### config.mk
export PLATFORM = sky130hd
export DESIGN_NAME = cmem_block_fill
export DESIGN_NICKNAME = d
export VERILOG_FILES = /design/src/rtl/cmf_pkg.sv /design/src/rtl/cmf_trigger.sv /design/src/rtl/cmf_sequencer.sv /design/src/rtl/cmf_port_mux.sv /design/src/rtl/cmem_block_fill.sv
export SDC_FILE = /design/constraint.sdc
export NUM_CORES = 1
export LEC_CHECK = 0
export ABC_AREA = 1
export BUFFER_PORTS_ARGS = -buffer_cell sky130_fd_sc_hd__buf_2
export CAP_MARGIN = 20
export CORE_MARGIN = 2
export CORE_UTILIZATION = 36
export CTS_CLUSTER_SIZE = 25
export DETAILED_ROUTE_END_ITERATION = 12
export GPL_ROUTABILITY_DRIVEN = 0
export REMOVE_ABC_BUFFERS = 1
export SETUP_SLACK_MARGIN = 0.15
export SYNTH_ARGS = -nofsm -noshare
export SYNTH_HDL_FRONTEND = slang
export SYNTH_SLANG_ARGS = --single-unit
### constraint.sdc
create_clock -name clk -period 3.19 [get_ports clk]
set_input_delay 0.638 -clock clk [delete_from_list [all_inputs] [get_ports clk]]
set_output_delay 0.638 -clock clk [all_outputs]
set_load 0.05 [all_outputs]
### src/rtl/cmf_pkg.sv
package cmf_pkg;
  typedef enum logic [1:0] {
    CMF_IDLE = 2'd0,
    CMF_WAIT = 2'd1,
    CMF_FILL = 2'd2
  } cmf_state_e;
endpackage

### src/rtl/cmf_trigger.sv
// Start bit register, trigger edge detection, abort decode and pattern capture.
module cmf_trigger #(
  parameter int PAT_W = 5
) (
  input  logic             clk,
  input  logic             rst_n,
  input  logic             blk_en,
  input  logic             cfg_wr,
  input  logic             cfg_start,
  input  logic [PAT_W-1:0] cfg_pattern,
  input  logic             busy,
  input  logic             fill_last,
  output logic             start_q,
  output logic [PAT_W-1:0] pattern_q,
  output logic             trig,
  output logic             abort
);
  logic             start_d;
  logic [PAT_W-1:0] pattern_d;
  logic             pattern_en;

  always_comb begin
    trig       = cfg_wr & cfg_start & ~start_q & blk_en & ~busy;
    abort      = busy & (~blk_en | (cfg_wr & ~cfg_start));
    pattern_en = trig;
    pattern_d  = cfg_pattern;
    start_d    = start_q;
    if (fill_last) begin
      start_d = 1'b0;
    end else if (cfg_wr) begin
      start_d = cfg_start;
    end
  end

  always_ff @(posedge clk or negedge rst_n) begin
    if (!rst_n) begin
      start_q <= 1'b0;
    end else begin
      start_q <= start_d;
    end
  end

  always_ff @(posedge clk or negedge rst_n) begin
    if (!rst_n) begin
      pattern_q <= '0;
    end else if (pattern_en) begin
      pattern_q <= pattern_d;
    end
  end
endmodule

### src/rtl/cmf_sequencer.sv
// Frame-aligned sweep over every connection memory address.
module cmf_sequencer
  import cmf_pkg::*;
#(
  parameter int ADDR_W = 10
) (
  input  logic              clk,
  input  logic              rst_n,
  input  logic              trig,
  input  logic              abort,
  input  logic              frame_strobe,
  output logic              busy,
  output logic              fill_we,
  output logic [ADDR_W-1:0] fill_addr,
  output logic              fill_last,
  output logic              done_q
);
  localparam logic [ADDR_W-1:0] LAST_ADDR = {ADDR_W{1'b1}};

  cmf_state_e        state_q, state_d;
  logic [ADDR_W-1:0] addr_q, addr_d;
  logic              addr_en;

  always_comb begin
    state_d   = state_q;
    addr_d    = addr_q;
    addr_en   = 1'b0;
    fill_we   = 1'b0;
    fill_last = 1'b0;
    unique case (state_q)
      CMF_IDLE: begin
        if (trig) state_d = CMF_WAIT;
      end
      CMF_WAIT: begin
        if (abort) begin
          state_d = CMF_IDLE;
        end else if (frame_strobe) begin
          state_d = CMF_FILL;
          addr_d  = '0;
          addr_en = 1'b1;
        end
      end
      CMF_FILL: begin
        if (abort) begin
          state_d = CMF_IDLE;
        end else begin
          fill_we = 1'b1;
          if (addr_q == LAST_ADDR) begin
            fill_last = 1'b1;
            state_d   = CMF_IDLE;
          end else begin
            addr_d  = addr_q + 1'b1;
            addr_en = 1'b1;
          end
        end
      end
      default: state_d = CMF_IDLE;
    endcase
  end

  assign busy      = (state_q != CMF_IDLE);
  assign fill_addr = addr_q;

  always_ff @(posedge clk or negedge rst_n) begin
    if (!rst_n) begin
      state_q <= CMF_IDLE;
      done_q  <= 1'b0;
    end else begin
      state_q <= state_d;
      done_q  <= fill_last;
    end
  end

  always_ff @(posedge clk or negedge rst_n) begin
    if (!rst_n) begin
      addr_q <= '0;
    end else if (addr_en) begin
      addr_q <= addr_d;
    end
  end
endmodule

### src/rtl/cmf_port_mux.sv
// Registered arbitration of the connection memory write port.
module cmf_port_mux #(
  parameter int ADDR_W = 10,
  parameter int DATA_W = 16,
  parameter int PAT_W  = 5
) (
  input  logic              clk,
  input  logic              rst_n,
  input  logic              busy,
  input  logic              fill_we,
  input  logic [ADDR_W-1:0] fill_addr,
  input  logic [PAT_W-1:0]  pattern_q,
  input  logic              cpu_cm_we,
  input  logic [ADDR_W-1:0] cpu_cm_addr,
  input  logic [DATA_W-1:0] cpu_cm_wdata,
  output logic              cpu_cm_ready,
  output logic              cm_we,
  output logic [ADDR_W-1:0] cm_addr,
  output logic [DATA_W-1:0] cm_wdata
);
  localparam int LOW_W = DATA_W - PAT_W;

  logic              we_d;
  logic [ADDR_W-1:0] addr_d;
  logic [DATA_W-1:0] data_d;
  logic              port_en;

  always_comb begin
    cpu_cm_ready = ~busy;
    we_d   = 1'b0;
    addr_d = cm_addr;
    data_d = cm_wdata;
    if (fill_we) begin
      we_d   = 1'b1;
      addr_d = fill_addr;
      data_d = {pattern_q, {LOW_W{1'b0}}};
    end else if (cpu_cm_we && cpu_cm_ready) begin
      we_d   = 1'b1;
      addr_d = cpu_cm_addr;
      data_d = cpu_cm_wdata;
    end
    port_en = we_d;
  end

  always_ff @(posedge clk or negedge rst_n) begin
    if (!rst_n) begin
      cm_we <= 1'b0;
    end else begin
      cm_we <= we_d;
    end
  end

  always_ff @(posedge clk or negedge rst_n) begin
    if (!rst_n) begin
      cm_addr  <= '0;
      cm_wdata <= '0;
    end else if (port_en) begin
      cm_addr  <= addr_d;
      cm_wdata <= data_d;
    end
  end
endmodule

### src/rtl/cmem_block_fill.sv
module cmem_block_fill #(
  parameter int ADDR_W = 10,
  parameter int DATA_W = 16,
  parameter int PAT_W  = 5
) (
  input  logic              clk,
  input  logic              rst_n,
  input  logic              blk_en,
  input  logic              cfg_wr,
  input  logic              cfg_start,
  input  logic [PAT_W-1:0]  cfg_pattern,
  input  logic              frame_strobe,
  input  logic              cpu_cm_we,
  input  logic [ADDR_W-1:0] cpu_cm_addr,
  input  logic [DATA_W-1:0] cpu_cm_wdata,
  output logic              cpu_cm_ready,
  output logic              start_q,
  output logic              fill_busy,
  output logic              fill_done,
  output logic              cm_we,
  output logic [ADDR_W-1:0] cm_addr,
  output logic [DATA_W-1:0] cm_wdata
);
  logic              trig;
  logic              abort;
  logic              fill_we;
  logic              fill_last;
  logic [ADDR_W-1:0] fill_addr;
  logic [PAT_W-1:0]  pattern_q;

  cmf_trigger #(.PAT_W(PAT_W)) u_trigger (
    .clk         (clk),
    .rst_n       (rst_n),
    .blk_en      (blk_en),
    .cfg_wr      (cfg_wr),
    .cfg_start   (cfg_start),
    .cfg_pattern (cfg_pattern),
    .busy        (fill_busy),
    .fill_last   (fill_last),
    .start_q     (start_q),
    .pattern_q   (pattern_q),
    .trig        (trig),
    .abort       (abort)
  );

  cmf_sequencer #(.ADDR_W(ADDR_W)) u_seq (
    .clk          (clk),
    .rst_n        (rst_n),
    .trig         (trig),
    .abort        (abort),
    .frame_strobe (frame_strobe),
    .busy         (fill_busy),
    .fill_we      (fill_we),
    .fill_addr    (fill_addr),
    .fill_last    (fill_last),
    .done_q       (fill_done)
  );

  cmf_port_mux #(.ADDR_W(ADDR_W), .DATA_W(DATA_W), .PAT_W(PAT_W)) u_mux (
    .clk          (clk),
    .rst_n        (rst_n),
    .busy         (fill_busy),
    .fill_we      (fill_we),
    .fill_addr    (fill_addr),
    .pattern_q    (pattern_q),
    .cpu_cm_we    (cpu_cm_we),
    .cpu_cm_addr  (cpu_cm_addr),
    .cpu_cm_wdata (cpu_cm_wdata),
    .cpu_cm_ready (cpu_cm_ready),
    .cm_we        (cm_we),
    .cm_addr      (cm_addr),
    .cm_wdata     (cm_wdata)
  );
endmodule

---- Yosys cells after proc, flatten, opt, wreduce, memory -nomap -nowiden ----
Cells that the tools add are included.
operators by class
  equality and inequality tests ........... 10
  mux-type cells .......................... 29
  bitwise logic cells ..................... 11
  add/subtract/negate cells ............... 1
  reductions and logical operators ........ 9
operators with widths
  kind                   count
  $mux 10                6
  $mux 16                2
  $pmux 10 s2            1
  $mux 1                 13
  $add 10x1->10 const B  1
  $eq 10x10->1 const B   1
  $mux 2                 5
  $ne 2x2->1 const B     5
  $reduce_bool 2->1      4
  $and 1x1->1            6
  $pmux 2 s3             1
  $reduce_and 6->1       1
  $not 1->1              4
  $ne 3x2->1 const B     1
  $ne 3x3->1 const B     1
  $reduce_and 3->1       1
  $eq 2x1->1 const B     1
  $eq 2x2->1 const B     1
  $logic_not 2->1        1
  $pmux 1 s2             1
  $reduce_and 2->1       1
  $logic_and 1x1->1      1
  $or 1x1->1             1
word-level totals
  input port bits ......................... 38
  output and inout bits ................... 31
  word-level logic and storage cells ...... 68
  bits in registers ....................... 46

---- Logic depth before layout (Yosys ltp) ----
Gate-level depths: netlist (run 1).
  depth in word-level cells ............... 8
  mapped depth ............................ 10
  mapped depth without buffers ............ 10

---- Modules after synthesis ----
From an unflattened synthesis (run 1), not the netlist that was laid out.
second synthesis, totals
  cell total of the unflattened synthesis .. 308
  area, all modules ....................... 2466.1 sq um
by module, submodules not included
  module         area each (sq um)  cells an instance  seq. area each (sq um)  times used
  cmf_port_mux   1321.3             167                675.6                   1
  cmf_sequencer  878.3              109                325.3                   1
  cmf_trigger    266.5              32                 150.1                   1

---- Worst setup path before layout (run 1) ----
Ideal clock, no wire load.
  path type ............................... register to register
  start point ............................. reg u_seq.state_q[0]
  end point ............................... reg u_seq.addr_q[2] (netlist: u_seq.fill_addr[2])
  arrival ................................. 2.078 ns
  buffers on the path ..................... 0
  setup slack ............................. 0.996 ns
  period minus slack after synthesis ...... 2.194 ns
  stages on the path, launching flop included .. 10
  required time ........................... 3.074 ns
  setup time .............................. 0.116 ns
  path through ............................ dfrtp_1 inv_1 ha_1 inv_1 nand2_2 o21ai_0 nor2_1 nand2_4 nand2_1 nand2_1
on the way
  longest elaborated chain between the ends .. 5
  elaborated cells between the ends (all ways) .. 14
  those cells by class .................... eq/ne: 6; mux: 4; bitwise: 1; reduce/logical: 3
RTL lines
  element                              line                                      source
  start: declaration                   cmf_sequencer.sv:20                       cmf_state_e state_q, state_d;
  start signal: assignment             cmf_sequencer.sv:69                       state_q <= state_d;
  $reduce_bool 2->1 *                  cmf_sequencer.sv:61                       assign busy = (state_q != CMF_IDLE);
  via fill_busy                        cmem_block_fill.sv:18                     output logic fill_busy,
  $and 1x1->1 *                        cmf_trigger.sv:24                         abort = busy & (~blk_en | (cfg_wr & ~cfg_start));
  $mux 1, on equally long branches     cmf_sequencer.sv:44, cmf_sequencer.sv:35
  $pmux 1 s2                           cmf_sequencer.sv:30                       unique case (state_q)
  $reduce_and 6->1 (no source line) *  -
  end signal: assignment               cmf_sequencer.sv:78                       addr_q <= addr_d;
  end: declaration                     cmf_sequencer.sv:21                       logic [ADDR_W-1:0] addr_q, addr_d;
Mark *: on every way through the listed nets, which the timed path passes. The rest lies on a longest branch.
A chain may end at the register's enable or synchronous reset.

---- Worst setup path after layout (run 1) ----
  start point ............................. reg u_seq.state_q[0]
  end point ............................... reg u_mux.cm_addr[7]
on the way
  longest elaborated chain between the ends .. 6
  elaborated cells between the ends (all ways) .. 12
  those cells by class .................... eq/ne: 1; mux: 5; bitwise: 2; reduce/logical: 4
RTL lines
  element                                                              line                                     source
  $reduce_bool 2->1                                                    cmf_sequencer.sv:61
  $and 1x1->1 / $not 1->1 (equally long branches)                      cmf_trigger.sv:24, cmf_port_mux.sv:29
  $mux 1 / $logic_and 1x1->1 (equally long branches)                   cmf_sequencer.sv:44, cmf_port_mux.sv:37
  $mux 1, on equally long branches                                     cmf_sequencer.sv:30, cmf_port_mux.sv:37
  $reduce_bool 2->1 (no source line) / $mux 1 (equally long branches)  -
  $reduce_and 2->1 (no source line)                                    -
  end signal: assignment                                               cmf_port_mux.sv:58                       cm_addr <= addr_d;
  end: declaration                                                     cmf_port_mux.sv:18                       output logic [ADDR_W-1:0] cm_addr,
Several ways; a longest one is shown, not always the timed one.

==> results.py, run 1 <==
metrics = {
    "setup_path": {
        "worstSetupEndpointType": "flip-flop",
        "critPathMaxFanout": 28,
        "start_kind": "flip-flop",
        "cpMaxStageDelayCell": "clkinv_1",
        "crit_arrival_ns": 2.64,
        "slowest_delay_ns": 0.77,
        "critical_path_class": "reg2reg",
        "crit_required_ns": 3.35,
        "path_cells": "inv_1, ha_1, nand2_2, clkinv_1, nand3_1, o211ai_1",
    },
    "power": {
        "power.density_nw_per_um2": 949.6,
        "vdd_ir_drop_max_uv": 594.5,
        "p_leak_uw": 0.001481,
    },
    "route": {
        "dr.pass1.iters": 4,
        "vias": 2053,
        "wire_per_inst_um": 12.24,
        "routed_via_density": 4.831,
        "drt-initial-drc-count": 92,
        "routed_wl_mm": 5.202,
        "final_antenna_net_count": 0,
        "route.detailed.drc": 0,
    },
    "run": {
        "cap_violations": 0,
    },
    "clock_tree": {
        "clk_latency_ns": 0.29,
        "path_clk_slew_ns": 0.09,
        "cts_tree": "built",
        "cts_buffers": 5,
        "holdBufCountCts": 0,
        "clock-root-buffer": "clkbuf_8",
        "numClockSinks": 46,
        "post_cts_buffers": 0,
        "cts_buffer_depth": 2,
        "post_cts_resized": 0,
        "ctsHtreeMaxLevel": 2,
    },
    "layout": {
        "nets": 390,
        "antenna_cells": 0,
        "syn2layout_area_growth_pct": 22.24,
        "drive_above_1_share_pct": 27.30,
    },
    "timing": {
        "holdWs_ns": 0.3403,
        "slew_headroom_pct": 50.12,
        "timing.setup.tns_ns": 0,
        "fin_crit_sh_pct": 77.67,
        "skew_ns": 0.002337,
        "report.final.hold_viol_count": 0,
        "setup_viol": 0,
        "rsz0062_at_grt": "no",
        "timing.fmax_mhz": 403.6,
        "worst_pin_slew_ns": 0.7436,
        "finalCriticalPeriod_ns": 2.478,
        "slew_violations": 0,
    },
    "global_route": {
        "grt_usage_pct": 15.03,
        "grt_max_degree": 47,
        "overflow": 0,
        "grt_pass1_wl_mm": 8.894,
        "grt_pass1_vias": 1925,
        "antenna_found_initial": 0,
    },
    "die": {
        "dieHeight_um": 84.34,
        "core_sq_um": 6277,
        "dieArea_sq_um": 7112,
        "start_util_pct": 37.01,
        "num_rows": 29,
        "fp.dieW_um": 84.34,
        "ioPinCount": 69,
    },
    "status": {
        "status": "finished, final reports clean",
    },
    "placed_design": {
        "io_buffer_count": 68,
        "hpwl_mm": 3.662,
    },
    "synthesis": {
        "syn-instance-count": 282,
        "syn_area_per_cell_sq_um": 8.239,
        "synth_seq_area_share_pct": 49.54,
        "ys_ff_latch": 46,
        "synth.distinct_cells": 25,
        "syn_area_sq_um": 2323,
        "yosys_warnings": 0,
    },
    "worst_hold_path": {
        "min_path_type": "in2async",
    },
}
## sequential cells by signal (all words and copies together), names as in the netlist
name / flops
u_mux.cm_addr: 10
u_mux.cm_wdata: 16
u_mux.cm_we: 1
u_seq.done_q: 1
u_seq.fill_addr: 10
u_seq.state_q: 2
u_trigger.pattern_q: 5
u_trigger.start_q: 1
## worst paths after layout
| kind | startpoint | end | slack [ns] | cells past startpoint |
|---|---|---|---|---|
| worst max-delay path | u_seq.state_q[0]$_DFFE_PN0P_ | u_mux.cm_addr[7]$_DFFE_PN0P_ | 0.71 | 6 |
| worst min-delay path | rst_n | u_mux.cm_wdata[4]$_DFFE_PN0P_ | 0.34 | 1 |
| worst max register to register | u_seq.state_q[0]$_DFFE_PN0P_ | u_mux.cm_addr[7]$_DFFE_PN0P_ | 0.71 | 6 |
| worst min register to register | u_trigger.pattern_q[4]$_DFFE_PN0P_ | u_mux.cm_wdata[15]$_DFFE_PN0P_ | 0.49 | 2 |
| max in group asynchronous | rst_n | u_seq.fill_addr[5]$_DFFE_PN0P_ | 2.33 | 2 |
| min in group clk | u_trigger.pattern_q[4]$_DFFE_PN0P_ | u_mux.cm_wdata[15]$_DFFE_PN0P_ | 0.49 | 2 |
## synthesized netlist by cell type
library cell	instances	area share, %
inv_1	19	3.1
nand3_1	51	11
xor2_1	1	0.38
nand2_2	4	1.1
nand3_2	1	0.43
nand2_1	89	14
clkinv_2	1	0.22
nor2_2	1	0.27
o21ai_0	2	0.43
o211ai_1	5	1.6
nand2_4	1	0.48
clkinv_1	1	0.16
nand4_4	1	0.92
mux2_2	5	2.4
xnor2_1	1	0.38
buf_2	7	1.5
inv_2	1	0.16
nor2_1	15	2.4
ha_1	5	2.7
clkbuf_1	2	0.32
buf_4	3	0.97
nand4_1	1	0.27
a21oi_1	16	3.4
dfrtp_1	46	50
nor2_4	3	1.5
## cell type report
type | instances | area, sq um
Clock buffer | 6 | 72.57
Clock inverter | 2 | 37.54
Fill cell | 635 | 3437
Inverter | 22 | 83.83
Multi-Input combinational cell | 202 | 1023
Sequential cell | 46 | 1151
Tap cell | 77 | 96.34
Timing Repair Buffer | 70 | 375.4
## power breakdown
part	leakage, uW	internal, uW	switching [uW]
Sequential	0.000594	780	101
Clock	0.0000514	234	194
Combinational	0.000836	345	1040
## cells in the final DEF, fill, tap and decap left out, types with 2 or more instances in the layout
cell,n
ha_1,5
o211ai_1,5
mux2_2,5
dfrtp_1,46
nor2_4,3
nor2_1,15
inv_1,19
nand2_2,4
o21ai_0,2
a21oi_1,16
nand2_1,89
buf_2,68
clkbuf_8,5
nand3_1,51
## through the flow
step	std cells	utilization [%]	power, uW	cell area (sq um)	worst slack [ns]
after global placement	416	43.05	2272	2703	0.7243
after CTS	424	44.81	2729	2813	0.6814
after detailed placement	416	43.05	2294	2703	0.6931
final	425	45.25	2697	2840	0.7125
after global routing	425	45.25	2885	2840	0.4679
after floorplan	270	-	1943	2258	0.5845
## layer usage
layer | global-route usage, % | part of all wire, % | routed length [um]
met4 | 4.473 | 1.5 | 80
met2 | 25.40 | 45 | 2351
met5 | 0 | 0 | 0
met3 | 2.753 | 5.7 | 298
met1 | 19.76 | 48 | 2472
## cell families after synthesis
logic type	count (synthesis)	synth area share (%)
mux	5	2.423
flops	46	49.54
fa+ha+maj	5	2.693
compound gates	23	5.493
xor+xnor	2	0.7540
buf+inv	34	6.408
simple gates	167	32.69
## worst max-delay path, delay by kind of cell (launching register included)
kind                     cells  cell delay [ns]
buffers and inverters        2             0.86
AND/OR/NAND/NOR              2             0.73
AO/OA/AOI/OAI                1             0.12
adder cells (fa/ha/maj)      1             0.26
flip-flops                   1             0.38
No activity file was read; power rests on OpenSTA's default activity.
==> run 2: changes to the inputs <==
==> constraint.sdc (replaced) <==
create_clock -name clk -period 2.4 [get_ports clk]
set_input_delay 0.48 -clock clk [delete_from_list [all_inputs] [get_ports clk]]
set_output_delay 0.48 -clock clk [all_outputs]
set_load 0.05 [all_outputs]
==> run 2 against run 1 <==
Against the previous run:
- clock power rose by 35%
- wire length fell by 1.2%
- register-to-register slack got worse by 0.08 ns
- sequential share of layout area about the same
- critical path depth shrank 2
- global-route usage about the same
- sequential power increased by 34%
- power grew 34%
- worst hold slack got worse by 0.083 ns
- sequential cell count is the same
- critical path type is now reg2out
==> results.py, run 2 (same netlist as run 1, synthesis figures left out) <==
metrics = {
    "status": {
        "status": "finished, final reports clean",
    },
    "clock_tree": {
        "clk_latency_ns": 0.30,
        "ctsHtreeMaxLevel": 2,
        "cts_buffers": 5,
        "cts_buffer_depth": 2,
        "post_cts_buffers": 0,
        "path_clk_slew_ns": 0.09,
        "clock-root-buffer": "clkbuf_8",
        "holdBufCountCts": 0,
        "post_cts_resized": 0,
        "cts_tree": "built",
        "numClockSinks": 46,
    },
    "setup_path": {
        "r2r_start": "u_seq.state_q[0]$_DFFE_PN0P_",
        "reg2reg_slack_ns": 0.63,
        "worstSetupEndpoint": "fill_busy",
        "critPathLaunch": "u_seq.state_q[0]$_DFFE_PN0P_",
        "ff2ff_path_depth": 10,
        "start_kind": "flip-flop",
        "crit_arrival_ns": 1.39,
        "r2r_end": "u_seq.state_q[1]$_DFFE_PN0P_",
        "critPathMaxFanout": 5,
        "critical_path_class": "reg2out",
        "worstSetupEndpointType": "output port",
        "crit_required_ns": 1.92,
    },
    "timing": {
        "skew_ns": 0.01048,
        "worst_pin_slew_ns": 0.5735,
        "slew_headroom_pct": 61.77,
        "report.final.hold_viol_count": 0,
        "slew_violations": 0,
        "rsz0062_at_grt": "no",
        "finalCriticalPeriod_ns": 1.873,
        "fin_crit_sh_pct": 78.04,
        "fin_ws_ns": 0.5269,
        "timing.setup.tns_ns": 0,
        "timing.fmax_mhz": 533.9,
        "setup_viol": 0,
    },
    "die": {
        "fp.dieW_um": 84.34,
        "ioPinCount": 69,
        "dieHeight_um": 84.34,
        "dieArea_sq_um": 7112,
        "start_util_pct": 37.01,
        "core_sq_um": 6277,
        "num_rows": 29,
    },
    "run": {
        "cap_violations": 0,
    },
    "layout": {
        "final_common_cell": "nand2_1",
        "drive_above_1_share_pct": 27.92,
        "syn2layout_area_growth_pct": 22.35,
        "nets": 393,
        "antenna_cells": 0,
        "fin_area_sq_um": 2843,
        "largest_reg_flops": 16,
        "final_cell_mix": "nand2_1, buf_2, nand3_1, dfrtp_1, inv_1",
        "utilization_pct": 45.29,
        "regMostFlops": "u_mux.cm_wdata",
        "final_cells": 428,
    },
    "route": {
        "wire_per_inst_um": 12.01,
        "final_antenna_net_count": 0,
        "vias": 2065,
        "dr.pass1.iters": 4,
        "route.detailed.drc": 0,
        "drt-initial-drc-count": 111,
        "routed_wl_mm": 5.140,
        "routed_via_density": 4.825,
    },
    "placed_design": {
        "pre_cts_slack_ns": 0.6009,
        "hpwl_mm": 3.653,
        "io_buffer_count": 68,
        "place_inst": 420,
        "placed_cell_area_sq_um": 2733,
    },
    "power": {
        "vdd_ir_drop_max_uv": 625.9,
        "power.density_nw_per_um2": 1271,
        "p_leak_uw": 0.001488,
    },
    "global_route": {
        "grt_pass1_wl_mm": 8.818,
        "antenna_found_initial": 0,
        "grt_pass1_vias": 1850,
        "overflow": 0,
        "grt_max_degree": 47,
        "grt_usage_pct": 14.98,
    },
    "worst_hold_path": {
        "min_path_type": "in2async",
    },
}
## run 2: where the power goes
| group | leakage, uW | switching (uW) | internal, uW | total, uW |
|---|---|---|---|---|
| clock network | 0.0000514 | 266 | 311 | 577 |
| registers | 0.000594 | 141 | 1040 | 1180 |
| logic | 0.000843 | 1390 | 472 | 1860 |
| total | 0.00149 | 1790 | 1820 | 3610 |
## run 2: worst min path at each step
| stage | from | endpoint | slack [ns] | cells after the start |
|---|---|---|---|---|
| 5_1_grt | rst_n | u_mux.cm_wdata[7]$_DFFE_PN0P_ | 0.31 | 2 |
| 6_report | rst_n | u_mux.cm_wdata[7]$_DFFE_PN0P_ | 0.26 | 2 |
| 4_1_cts | rst_n | u_mux.cm_wdata[7]$_DFFE_PN0P_ | 0.28 | 2 |
| 3_3_place_gp | u_trigger.pattern_q[3]$_DFFE_PN0P_ | u_mux.cm_wdata[14]$_DFFE_PN0P_ | 0.48 | 2 |
| 2_1_floorplan | rst_n | u_mux.cm_addr[0]$_DFFE_PN0P_ | 0.18 | 0 |
| 3_5_place_dp | u_seq.fill_addr[7]$_DFFE_PN0P_ | u_seq.fill_addr[7]$_DFFE_PN0P_ | 0.49 | 2 |
## run 2: layer usage
layer,global-route usage (%),vias to the layer above,share of wire (%)
met4,3.319,0,1.0
met2,23.95,55,45
met1,21.11,951,48
li1,-,1052,-
met5,0,-,0
met3,3.147,7,6.1
## run 2: cell type report
| cell class | instances | area [sq um] |
|---|---|---|
| multi-input combinational | 202 | 1023 |
| clock buffer | 6 | 72.57 |
| inverter | 22 | 83.83 |
| fill | 628 | 3435 |
| tap | 77 | 96.34 |
| sequential | 46 | 1151 |
| clock inverter | 2 | 37.54 |
| timing repair buffer | 73 | 377.9 |
## run 2: worst max-delay path: stages, from the launching register on
cell	delay, ns
dfrtp_1	0.38
inv_1	0.09
ha_1	0.26
inv_1	0.10
buf_2	0.27
## run 2: stage by stage
stage | hold slack, ns | power (uW)
floorplan | 0.1844 | 2583
global placement | 0.4793 | 3044
detailed placement | 0.4877 | 3072
CTS | 0.2827 | 3660
global route | 0.3068 | 3852
finish | 0.2569 | 3613
==> run 3: changes to the inputs <==
--- a/config.mk
+++ b/config.mk
@@ -5,7 +5,7 @@
 export SDC_FILE = /design/constraint.sdc
 export NUM_CORES = 1
 export LEC_CHECK = 0
-export ABC_AREA = 1
+export ABC_AREA = 0
 export BUFFER_PORTS_ARGS = -buffer_cell sky130_fd_sc_hd__buf_2
 export CAP_MARGIN = 20
 export CORE_MARGIN = 2
==> constraint.sdc (replaced) <==
create_clock -name clk -period 1.6 [get_ports clk]
set_input_delay 0.32 -clock clk [delete_from_list [all_inputs] [get_ports clk]]
set_output_delay 0.32 -clock clk [all_outputs]
set_load 0.05 [all_outputs]
==> run 3 against run 2 <==
Against the previous run:
- the run now ends with negative setup slack left
- sequential share of layout area down 7.9 points
- count of clock-buffer cells in the layout fell by 1
- sequential power grew 60%
- first-iteration DRC count down 9.9%
- clock skew decreased by 0.0038 ns
- synthesized cell count is 14% lower
- clock power up 28%
- global-route usage increased by 2.4 points
- largest cell class is now multi-input gates
- largest power group unchanged
==> results.py, run 3 <==
metrics = {
    "status": {
        "status": "finished with violations",
        "violations": "negative setup slack",
    },
    "die": {
        "core_sq_um": 5956,
        "dieHeight_um": 82.74,
        "dieArea_sq_um": 6846,
        "num_rows": 28,
        "ioPinCount": 69,
        "start_util_pct": 37.48,
        "fp.dieW_um": 82.74,
    },
    "clock_tree": {
        "numClockSinks": 46,
        "path_clk_slew_ns": 0.09,
        "cts_buffers": 5,
        "cts_tree": "built",
        "ctsHtreeMaxLevel": 2,
        "cts_buffer_depth": 2,
        "clk_latency_ns": 0.30,
        "clock-root-buffer": "clkbuf_8",
    },
    "synthesis": {
        "ys_ff_latch": 46,
        "async_flop_share_pct": 100.0,
        "synth_most_common_cell": "nand2_1",
        "synth_seq_area_share_pct": 51.57,
        "syn_area_sq_um": 2232,
        "synth.top_cell.area_share_pct": 51.57,
        "synthTopCellsByArea": "dfrtp_1, nand2_1, a31oi_1",
        "yosys_warnings": 0,
        "synth_ff_type": "dfrtp_1",
        "syn-instance-count": 242,
        "synthTopCellsByCount": "nand2_1, dfrtp_1, nor2_1, a31oi_1, a21oi_1",
        "syn_area_per_cell_sq_um": 9.224,
        "synth.distinct_cells": 36,
        "yosys.area.top_type": "dfrtp_1",
        "synth-edff-count": 0,
    },
    "setup_path": {
        "critPathMaxFanout": 5,
        "critical_path_class": "reg2reg",
        "cp.buffers_inverters": 2,
        "slowest_delay_ns": 0.41,
        "start_kind": "flip-flop",
        "reg2reg_slack_ns": -0.09,
        "path_delay_family": "flip-flops",
        "worstSetupEndpointType": "flip-flop",
        "crit_arrival_ns": 1.88,
        "path_cells": "inv_2, ha_4, mux2i_1, nor2b_1, buf_4, nand2_2, nor3_1, a221o_1",
        "cp.depth": 8,
        "cpMaxStageDelayCell": "dfrtp_1",
        "crit_required_ns": 1.79,
        "ff2ff_path_depth": 8,
    },
    "placed_design": {
        "io_buffer_count": 68,
        "placed_cell_area_sq_um": 2830,
        "pre_cts_slack_ns": -0.1203,
        "hpwl_mm": 3.905,
    },
    "global_route": {
        "antenna_found_initial": 0,
        "grt_usage_pct": 17.41,
        "grt_pass1_wl_mm": 9.239,
        "grt_max_degree": 47,
        "grt_pass1_vias": 1963,
        "overflow": 0,
    },
    "layout": {
        "fin_area_sq_um": 3528,
        "antenna_cells": 0,
        "syn2layout_area_growth_pct": 58.07,
        "final_common_cell": "buf_2",
        "drive_above_1_share_pct": 54.52,
        "largest_reg_flops": 16,
        "final_cell_mix": "buf_2, dfrtp_1, nand2_1, buf_4, nor2_1",
        "regMostFlops": "u_mux.cm_wdata",
        "n_fill_cell": 521,
        "nets": 385,
    },
    "timing": {
        "slew_violations": 0,
        "slew_headroom_pct": 76.52,
        "report.final.hold_viol_count": 0,
        "skew_ns": 0.006693,
        "timing.fmax_mhz": 591.1,
        "rsz0062_at_grt": "yes",
        "fin_ws_ns": -0.09171,
        "fin_crit_sh_pct": 105.7,
        "timing.setup.tns_ns": -0.4466,
        "setup_viol": 9,
        "finalCriticalPeriod_ns": 1.692,
        "worst_pin_slew_ns": 0.3522,
    },
    "run": {
        "cap_violations": 0,
    },
    "worst_hold_path": {
        "min_path_type": "in2reg",
        "hold_path_depth": 3,
    },
    "route": {
        "drt-initial-drc-count": 100,
        "routed_wl_mm": 6.609,
        "routed_via_density": 5.079,
        "wire_per_inst_um": 15.81,
        "vias": 2123,
        "final_antenna_net_count": 0,
        "dr.pass1.iters": 4,
        "route.detailed.drc": 0,
    },
    "power": {
        "power.density_nw_per_um2": 2006,
        "vdd_ir_drop_max_uv": 1062,
        "p_leak_uw": 0.001753,
    },
}
run 3: what timing repair did:
item                       4_1_cts  5_1_grt
setup buffers                    2        5
gates cloned                     0        5
resized for setup               18       94
hold endpoints to repair        36        0
hold buffers                     1        0
pin swaps                        0       55
setup endpoints to repair       48       48
run 3: cell families after synthesis:
family	after synthesis	share of synthesized area, %
AO/OA/AOI/OAI	45	13.12
flip-flops	46	51.57
AND/OR/NAND/NOR	118	23.77
multiplexers	11	5.325
adder cells (fa/ha/maj)	5	2.803
buffers and inverters	17	3.419
run 3: area by class of cell:
class                           instances  area (sq um)  area share (%)
Multi-Input combinational cell        179          1383           39.18
Timing Repair Buffer                  106         793.3           22.48
Sequential cell                        46          1151           32.62
Inverter                                4         17.52          0.4965
Clock buffer                            5         68.82           1.950
Tap cell                               75         93.84           2.660
Clock inverter                          3         21.27          0.6028
run 3: report_power, final:
| part | total, uW | leakage (uW) | internal (uW) | switching, uW |
|---|---|---|---|---|
| Clock | 737 | 0.0000441 | 308 | 429 |
| Combinational | 4450 | 0.00113 | 1660 | 2790 |
| Sequential | 1890 | 0.000576 | 1630 | 256 |
run 3: per-layer routing:
layer	GRT usage, %	wire length (um)
met4	4.426	68
met2	29.11	3406
met3	3.261	293
met1	23.24	2840
met5	0	0
run 3: worst paths after layout:
kind                                                      end                                from
setup / recovery               u_seq.fill_addr[5]$_DFFE_PN0P_        u_seq.state_q[1]$_DFFE_PN0P_
min in group asynchronous              u_seq.done_q$_DFF_PN0_                               rst_n
max in group asynchronous        u_mux.cm_addr[1]$_DFFE_PN0P_                               rst_n
hold reg to reg            u_trigger.pattern_q[4]$_DFFE_PN0P_  u_trigger.pattern_q[4]$_DFFE_PN0P_
setup reg to reg               u_seq.fill_addr[5]$_DFFE_PN0P_        u_seq.state_q[1]$_DFFE_PN0P_
hold / removal                  u_mux.cm_wdata[3]$_DFFE_PN0P_                     cpu_cm_wdata[3]
run 3: stage by stage:
stage / hold WS [ns] / cells / total power (uW) / util [%]
2_1_floorplan: 0.02441 / 229 / 4213 / -
3_3_place_gp: 0.3201 / 397 / 5192 / 47.52
3_5_place_dp: 0.3217 / 397 / 5259 / 47.52
4_1_cts: 0.2303 / 408 / 6152 / 50.21
5_1_grt: 0.2374 / 418 / 7489 / 59.24
6_report: 0.2401 / 418 / 7077 / 59.24
run 3: worst register-to-register path, stage by stage, from the launching register on:
cell     delay, ns
dfrtp_1       0.41
inv_2         0.12
ha_4          0.14
mux2i_1       0.20
nor2b_1       0.06
buf_4         0.15
nand2_2       0.12
nor3_1        0.06
a221o_1       0.31
